===== src/rtl/usbh_cmdint_pkg.sv =====
package usbh_cmdint_pkg;
    localparam int            REG_W      = 32;
    localparam int            OFS_W      = 8;
    localparam logic [7:0]    CMD_OFS    = 8'h08;
    localparam logic [7:0]    INT_OFS    = 8'h0C;

    // command register bit positions
    localparam int CMD_RST   = 0;
    localparam int CMD_CTRL  = 1;
    localparam int CMD_BULK  = 2;
    localparam int CMD_OWN   = 3;
    localparam int CMD_CNT_LO = 16;

    // interrupt register bit positions
    localparam int IST_OVR   = 0;
    localparam int IST_WDH   = 1;
    localparam int IST_SOF   = 2;
    localparam int IST_RES   = 3;
    localparam int IST_UE    = 4;
    localparam int IST_FNO   = 5;
    localparam int IST_RHC   = 6;
    localparam int IST_OWN   = 30;

    localparam logic [REG_W-1:0] IST_IMPL = (32'h1 << IST_OVR) | (32'h1 << IST_WDH)
                                          | (32'h1 << IST_SOF) | (32'h1 << IST_RES)
                                          | (32'h1 << IST_FNO) | (32'h1 << IST_RHC)
                                          | (32'h1 << IST_OWN);

    typedef enum logic [0:0] {
        RST_IDLE = 1'b0,
        RST_BUSY = 1'b1
    } rst_state_e;
endpackage


===== src/rtl/usbh_reset_seq.sv =====
module usbh_reset_seq
    import usbh_cmdint_pkg::*;
(
    input  logic clk,
    input  logic rst_n,
    input  logic start,
    input  logic done,
    output logic busy
);
    rst_state_e state_q;
    rst_state_e state_d;

    always_ff @(posedge clk or negedge rst_n) begin
        if (!rst_n) begin
            state_q <= RST_IDLE;
        end else begin
            state_q <= state_d;
        end
    end

    always_comb begin
        state_d = state_q;
        unique case (state_q)
            RST_IDLE: if (start) state_d = RST_BUSY;
            RST_BUSY: if (done)  state_d = RST_IDLE;
            default:             state_d = RST_IDLE;
        endcase
    end

    always_comb begin
        busy = (state_q == RST_BUSY);
    end
endmodule


===== src/rtl/usbh_cmd_status.sv =====
module usbh_cmd_status #(
    parameter int CNT_W = 2
) (
    input  logic             clk,
    input  logic             rst_n,
    input  logic             wr_b0,
    input  logic [3:0]       wd_b0,
    input  logic [1:0]       hw_fill,
    input  logic [1:0]       head_ack,
    input  logic             ovr_evt,
    output logic [1:0]       list_q,
    output logic             own_q,
    output logic             own_evt,
    output logic [CNT_W-1:0] cnt_q
);
    localparam int LISTS = 2;

    for (genvar g = 0; g < LISTS; g++) begin : g_list
        logic flag_q;
        always_ff @(posedge clk or negedge rst_n) begin
            if (!rst_n) begin
                flag_q <= 1'b0;
            end else if ((wr_b0 && wd_b0[g+1]) || hw_fill[g]) begin
                flag_q <= 1'b1;
            end else if (head_ack[g]) begin
                flag_q <= 1'b0;
            end
        end
        assign list_q[g] = flag_q;
    end

    always_ff @(posedge clk or negedge rst_n) begin
        if (!rst_n) begin
            own_q <= 1'b0;
        end else if (wr_b0) begin
            own_q <= wd_b0[3];
        end
    end

    assign own_evt = wr_b0 && wd_b0[3];

    always_ff @(posedge clk or negedge rst_n) begin
        if (!rst_n) begin
            cnt_q <= '0;
        end else if (ovr_evt) begin
            cnt_q <= cnt_q + 1'b1;
        end
    end
endmodule


===== src/rtl/usbh_int_status.sv =====
module usbh_int_status
    import usbh_cmdint_pkg::*;
#(
    parameter int              W    = 32,
    parameter logic [W-1:0]    IMPL = '1,
    parameter int              TOG_BIT = 5
) (
    input  logic         clk,
    input  logic         rst_n,
    input  logic [W-1:0] set_vec,
    input  logic [W-1:0] clr_vec,
    input  logic         frame_msb,
    output logic [W-1:0] stat_q
);
    logic         msb_q;
    logic [W-1:0] set_all;

    always_ff @(posedge clk or negedge rst_n) begin
        if (!rst_n) begin
            msb_q <= 1'b0;
        end else begin
            msb_q <= frame_msb;
        end
    end

    always_comb begin
        set_all          = set_vec;
        set_all[TOG_BIT] = set_vec[TOG_BIT] | (frame_msb ^ msb_q);
    end

    for (genvar i = 0; i < W; i++) begin : g_bit
        if (IMPL[i]) begin : g_impl
            logic b_q;
            always_ff @(posedge clk or negedge rst_n) begin
                if (!rst_n) begin
                    b_q <= 1'b0;
                end else if (set_all[i]) begin
                    b_q <= 1'b1;
                end else if (clr_vec[i]) begin
                    b_q <= 1'b0;
                end
            end
            assign stat_q[i] = b_q;
        end else begin : g_tied
            assign stat_q[i] = 1'b0;
        end
    end
endmodule


===== src/rtl/usbh_cmdint_regs.sv =====
module usbh_cmdint_regs
    import usbh_cmdint_pkg::*;
#(
    parameter int CNT_W = 2
) (
    input  logic        clk,
    input  logic        rst_n,
    input  logic [7:0]  reg_addr,
    input  logic [31:0] reg_wdata,
    input  logic [3:0]  reg_be,
    input  logic        reg_wr,
    input  logic        reg_rd,
    output logic [31:0] reg_rdata,
    input  logic        evt_sched_overrun,
    input  logic        evt_done_writeback,
    input  logic        evt_sof,
    input  logic        evt_resume,
    input  logic        evt_rh_change,
    input  logic        frame_msb,
    input  logic        hw_ctrl_fill,
    input  logic        hw_bulk_fill,
    input  logic        ack_ctrl_head,
    input  logic        ack_bulk_head,
    input  logic        ack_reset_done,
    input  logic [31:0] int_enable,
    output logic        req_reset,
    output logic        ctrl_filled,
    output logic        bulk_filled,
    output logic        owner_req,
    output logic        irq
);
    localparam int BYTES = REG_W / 8;

    logic             wr_cmd;
    logic             wr_int;
    logic             wr_cmd_b0;
    logic [REG_W-1:0] be_mask;
    logic [REG_W-1:0] clr_vec;
    logic [REG_W-1:0] set_vec;
    logic [REG_W-1:0] int_q;
    logic [1:0]       list_q;
    logic             own_evt;
    logic [CNT_W-1:0] ovr_cnt;
    logic             busy;

    assign wr_cmd    = reg_wr && (reg_addr == CMD_OFS);
    assign wr_int    = reg_wr && (reg_addr == INT_OFS);
    assign wr_cmd_b0 = wr_cmd && reg_be[0];

    for (genvar b = 0; b < BYTES; b++) begin : g_bemask
        assign be_mask[b*8 +: 8] = {8{reg_be[b]}};
    end

    assign clr_vec = wr_int ? (reg_wdata & be_mask) : '0;

    always_comb begin
        set_vec          = '0;
        set_vec[IST_OVR] = evt_sched_overrun;
        set_vec[IST_WDH] = evt_done_writeback;
        set_vec[IST_SOF] = evt_sof;
        set_vec[IST_RES] = evt_resume;
        set_vec[IST_RHC] = evt_rh_change;
        set_vec[IST_OWN] = own_evt;
    end

    usbh_reset_seq u_rst (
        .clk   (clk),
        .rst_n (rst_n),
        .start (wr_cmd_b0 && reg_wdata[CMD_RST]),
        .done  (ack_reset_done),
        .busy  (busy)
    );

    usbh_cmd_status #(.CNT_W(CNT_W)) u_cmd (
        .clk      (clk),
        .rst_n    (rst_n),
        .wr_b0    (wr_cmd_b0),
        .wd_b0    (reg_wdata[3:0]),
        .hw_fill  ({hw_bulk_fill, hw_ctrl_fill}),
        .head_ack ({ack_bulk_head, ack_ctrl_head}),
        .ovr_evt  (evt_sched_overrun),
        .list_q   (list_q),
        .own_q    (owner_req),
        .own_evt  (own_evt),
        .cnt_q    (ovr_cnt)
    );

    usbh_int_status #(.W(REG_W), .IMPL(IST_IMPL), .TOG_BIT(IST_FNO)) u_int (
        .clk       (clk),
        .rst_n     (rst_n),
        .set_vec   (set_vec),
        .clr_vec   (clr_vec),
        .frame_msb (frame_msb),
        .stat_q    (int_q)
    );

    assign req_reset   = busy;
    assign ctrl_filled = list_q[0];
    assign bulk_filled = list_q[1];
    assign irq         = |(int_q & int_enable);

    always_comb begin
        reg_rdata = '0;
        if (reg_rd) begin
            if (reg_addr == CMD_OFS) begin
                reg_rdata[CMD_RST]                  = busy;
                reg_rdata[CMD_CTRL]                 = list_q[0];
                reg_rdata[CMD_BULK]                 = list_q[1];
                reg_rdata[CMD_OWN]                  = owner_req;
                reg_rdata[CMD_CNT_LO +: CNT_W]      = ovr_cnt;
            end else if (reg_addr == INT_OFS) begin
                reg_rdata = int_q;
            end
        end
    end
endmodule


===== config.mk =====
export PLATFORM = sky130hd
export DESIGN_NAME = usbh_cmdint_regs
export DESIGN_NICKNAME = d
export VERILOG_FILES = /design/src/rtl/usbh_cmdint_pkg.sv /design/src/rtl/usbh_reset_seq.sv /design/src/rtl/usbh_cmd_status.sv /design/src/rtl/usbh_int_status.sv /design/src/rtl/usbh_cmdint_regs.sv
export SDC_FILE = /design/constraint.sdc
export NUM_CORES = 1
export LEC_CHECK = 0
export ABC_AREA = 1
export BUFFER_PORTS_ARGS = -buffer_cell sky130_fd_sc_hd__buf_2
export CORE_ASPECT_RATIO = 0.5
export CORE_MARGIN = 3
export CORE_UTILIZATION = 30
export CTS_CLUSTER_SIZE = 16
export DETAILED_ROUTE_END_ITERATION = 6
export HOLD_SLACK_MARGIN = 0.05
export PLACE_DENSITY = 0.74
export SETUP_SLACK_MARGIN = 0.3
export SLEW_MARGIN = 20
export SYNTH_ARGS = -nofsm -noshare
export SYNTH_HDL_FRONTEND = slang
export SYNTH_SLANG_ARGS = --single-unit

===== constraint.sdc =====
create_clock -name clk -period 0.95 [get_ports clk]
set_input_delay 0.0475 -clock clk [delete_from_list [all_inputs] [get_ports clk]]
set_output_delay 0.0475 -clock clk [all_outputs]
set_load 0.05 [all_outputs]

==> summary.md <==
| Metric | Value |
|---|---|
| Crit Path Category | `reg -> out` |
| Post-Syn Instances | `around 160` |
| CTS H-tree depth | `1` |
| Number of diodes | `0` |
| Die Height | `roughly 48 um` |
| Final Core Density | `about two thirds` |
| RSZ-0062 raised after global routing | `true` |
| Global-route usage over all layers | `around 17%` |
| Clock share of power | `30.1%` |
| P_sw | `roughly 0.8 mW` |
| Combinational group share of total power | `between 30% and 40%` |
| # nets final | `between 300 and 400` |
| Hold Slack | `-0.0273 ns` |
| Remaining DRCs | `0` |
| Crit Path Max Fanout | `2` |
| Met1 GRT Util | `17.5%` |
| Cell Area, Synth | `approximately 0.0011 mm2` |
| Critical Path Source Type | `flip-flop` |
| CP required | `0.90 ns` |
| Chip Width | `around 90 um` |
| Cell Rows | `14` |
| Power density over the cells | `between 900 and 1000 mW/mm2` |
| Area grow syn2layout | `99.4%` |
| Core area | `around 0.0032 mm2` |
| Clk buf depth | `2` |
| Final period utilization | `134%` |
| Final std cells w/o fill | `a little under 300` |
| Clock period minus worst slack | `roughly 1.3 ns` |
| Worst IR Drop VDD | `roughly 0.52 mV` |
| Failing checks | `hold timing, setup timing` |
| GRT overflow | `0` |
| Iter 0 DRT Violations | `157` |
| Post-route ant nets | `0` |
| Fmax | `roughly 800 MHz` |
| Via Count | `around 1400` |
| GPL Wtd Cong | `a little under 0.8` |
| Commonest non-fill, non-tap cell in the layout | `buf_2` |
| Data arrival time of the worst path | `~1.2 ns` |
| Int Power | `about 1.3 mW` |
| Leakage power | `1.09 nW` |
| Most frequent cells in the layout | `buf_2, nand2_1, conb_1, inv_1, buf_6` |
| Placed wire-length estimate | `between 2 and 2.5 mm` |
| CTS tree | `done` |
| Setup crit end kind | `output pin` |
| Layer with the highest usage | `met2` |
| Fin worst setup slack | `-0.323 ns` |
| FF+latch count, synth | `14` |
| Io pins | `between 100 and 150` |
| HP Class | `in -> reg` |
| Layout cells sized above 1 | `between 60% and 70%` |
| Reg clk slew, reported paths | `0.07 ns` |
| Clock Latency Late Sink | `about 0.25 ns` |
| Iteration count of the initial detailed-routing pass | `4` |
| Net Sw Frac | `37.9%` |
| Starting density of the core | `about a third` |
| Syn avg cell area | `~6.7 um2` |
| # placed instances | `262` |
| Total clock buffers created by CTS | `3` |
| Final hold viol count | `2` |
| Die ar. | `around 0.0043 mm2` |
| Largest net degree at the start of global routing | `15` |
| Vias per inst | `~4.8` |
| Vias in the first global route | `roughly 1300` |
| Final setup fails | `10` |
| CTS Root Cell | `clkbuf_8` |
| Port Buf Inserts | `between 50 and 60` |
| Routing usage on met2 | `between 30% and 40%` |
| Drt total wl | `4.88 mm` |
| Initial antenna violation count | `0` |
| First-pass GRT wire length | `around 5.6 mm` |
| Clk sink count | `14` |
| Post-detailed-route wirelength per cell | `approximately 17 um` |
| Slew Limit Fails | `0` |
| Sequential area share after synthesis | `roughly a third` |
| Yosys warns | `0` |
| Max-cap viol count | `0` |
| Flop pwr share | `about a third` |
| GR Util met3 | `about 4.5%` |
| Skew final | `approximately 0.00012 ns` |
| Status | `finished, violations left` |
| Synth unique cells | `16` |
[power by group through the flow]
stage	combinational, mW	sequential, mW	clock (mW)
after floorplan	0.459	0.718	0
after global placement	0.552	0.696	0
after detailed placement	0.560	0.699	0
after CTS	0.687	0.685	0.586
after global routing	0.782	0.697	0.645
final	0.742	0.692	0.617
[final cells by class]
| type | count | area, um2 |
|---|---|---|
| inverters | 25 | 101 |
| repair buffers | 81 | 752 |
| flip-flops and latches | 14 | 358 |
| well taps | 48 | 60.1 |
| multi-input cells | 117 | 800 |
| fillers | 219 | 1060 |
| clock buffers | 4 | 55.1 |
[sequential cells by signal, indices dropped and copies added (netlist names)]
signal	count
u_int.msb_q	1
u_int.g_bit.g_impl.b_q	7
u_cmd.own_q	1
u_cmd.cnt_q	2
u_rst.busy	1
u_cmd.g_list.flag_q	2
[Yosys cell counts]
| master | number | area (um2) |
|---|---|---|
| nor2_4 | 3 | 33.8 |
| xnor2_1 | 1 | 8.76 |
| buf_4 | 23 | 173 |
| nor2_2 | 2 | 12.5 |
| buf_2 | 1 | 5.00 |
| inv_2 | 2 | 7.51 |
| dfrtp_1 | 14 | 350 |
| nor2_1 | 16 | 60.1 |
| conb_1 | 1 | 3.75 |
| nand2_2 | 6 | 37.5 |
| nand2_1 | 42 | 158 |
| xor2_1 | 2 | 17.5 |
| nand3_1 | 17 | 85.1 |
| a21oi_1 | 4 | 20.0 |
| o21bai_1 | 1 | 7.51 |
| inv_1 | 23 | 86.3 |
[per-stage QoR]
stage	instance area, um2	hold slack [ns]	setup TNS [ns]	total power, mW	setup slack [ns]
floorplan	1310	-0.248	0	1.18	0.0739
global placement	1510	-0.0397	-1.87	1.25	-0.221
detailed placement	1510	-0.0403	-2.18	1.26	-0.247
CTS	1910	-0.0188	-1.26	1.96	-0.262
global route	2130	-0.00263	-2.28	2.12	-0.365
finish	2130	-0.0273	-1.93	2.05	-0.323
[logic make-up (layout without fill, tap and decap cells)]
| group | Yosys count | after routing | share of synthesized area [%] |
|---|---|---|---|
| and+or+nand+nor | 86 | 86 | 36.3 |
| buffers and inverters | 49 | 110 | 25.5 |
| DFF | 14 | 14 | 32.9 |
| AOI/OAI and AO/OA | 5 | 5 | 2.58 |
| xor gates and xnor gates | 3 | 3 | 2.47 |
| other | 1 | 23 | 0.352 |
[repair_timing]
action / in CTS / in global routing
resized for setup: 64 / 41
endpoints found under the setup margin: 27 / 27
hold buffers: 5 / 1
pin swaps: 20 / 16
setup buffers: 9 / 9
endpoints found under the hold margin: 23 / 4
[worst max-delay path, stage by stage, from the launching register on]
cell and delay, ns:
dfrtp_1 0.43, nand2_2 0.09, nand3_2 0.08, a21oi_2 0.15
nand2_4 0.07, buf_8 0.15
[path summary, 6_finish.rpt]
path,from,to,slack (ns),cells after the start
min,hw_bulk_fill,u_cmd.g_list[1].flag_q$_DFFE_PN0P_,-0.03,3
min reg2reg,u_int.msb_q$_DFF_PN0_,u_int.g_bit[5].g_impl.b_q$_DFFE_PN0P_,0.48,2
max,u_int.g_bit[0].g_impl.b_q$_DFFE_PN0P_,irq,-0.32,5
max reg2reg,u_cmd.g_list[0].flag_q$_DFFE_PN0P_,u_cmd.g_list[0].flag_q$_DFFE_PN0P_,0.04,3
min in group asynchronous,rst_n,u_int.g_bit[2].g_impl.b_q$_DFFE_PN0P_,0.25,2
max in group asynchronous,rst_n,u_int.g_bit[3].g_impl.b_q$_DFFE_PN0P_,0.42,2
[layer usage]
layer / share of wire (%) / up-vias
met3: 11 / 28
li1: - / 596
met5: 0 / -
met1: 35 / 644
met2: 49 / 130
met4: 4.9 / 0
No activity file was read; power rests on OpenSTA's default activity.
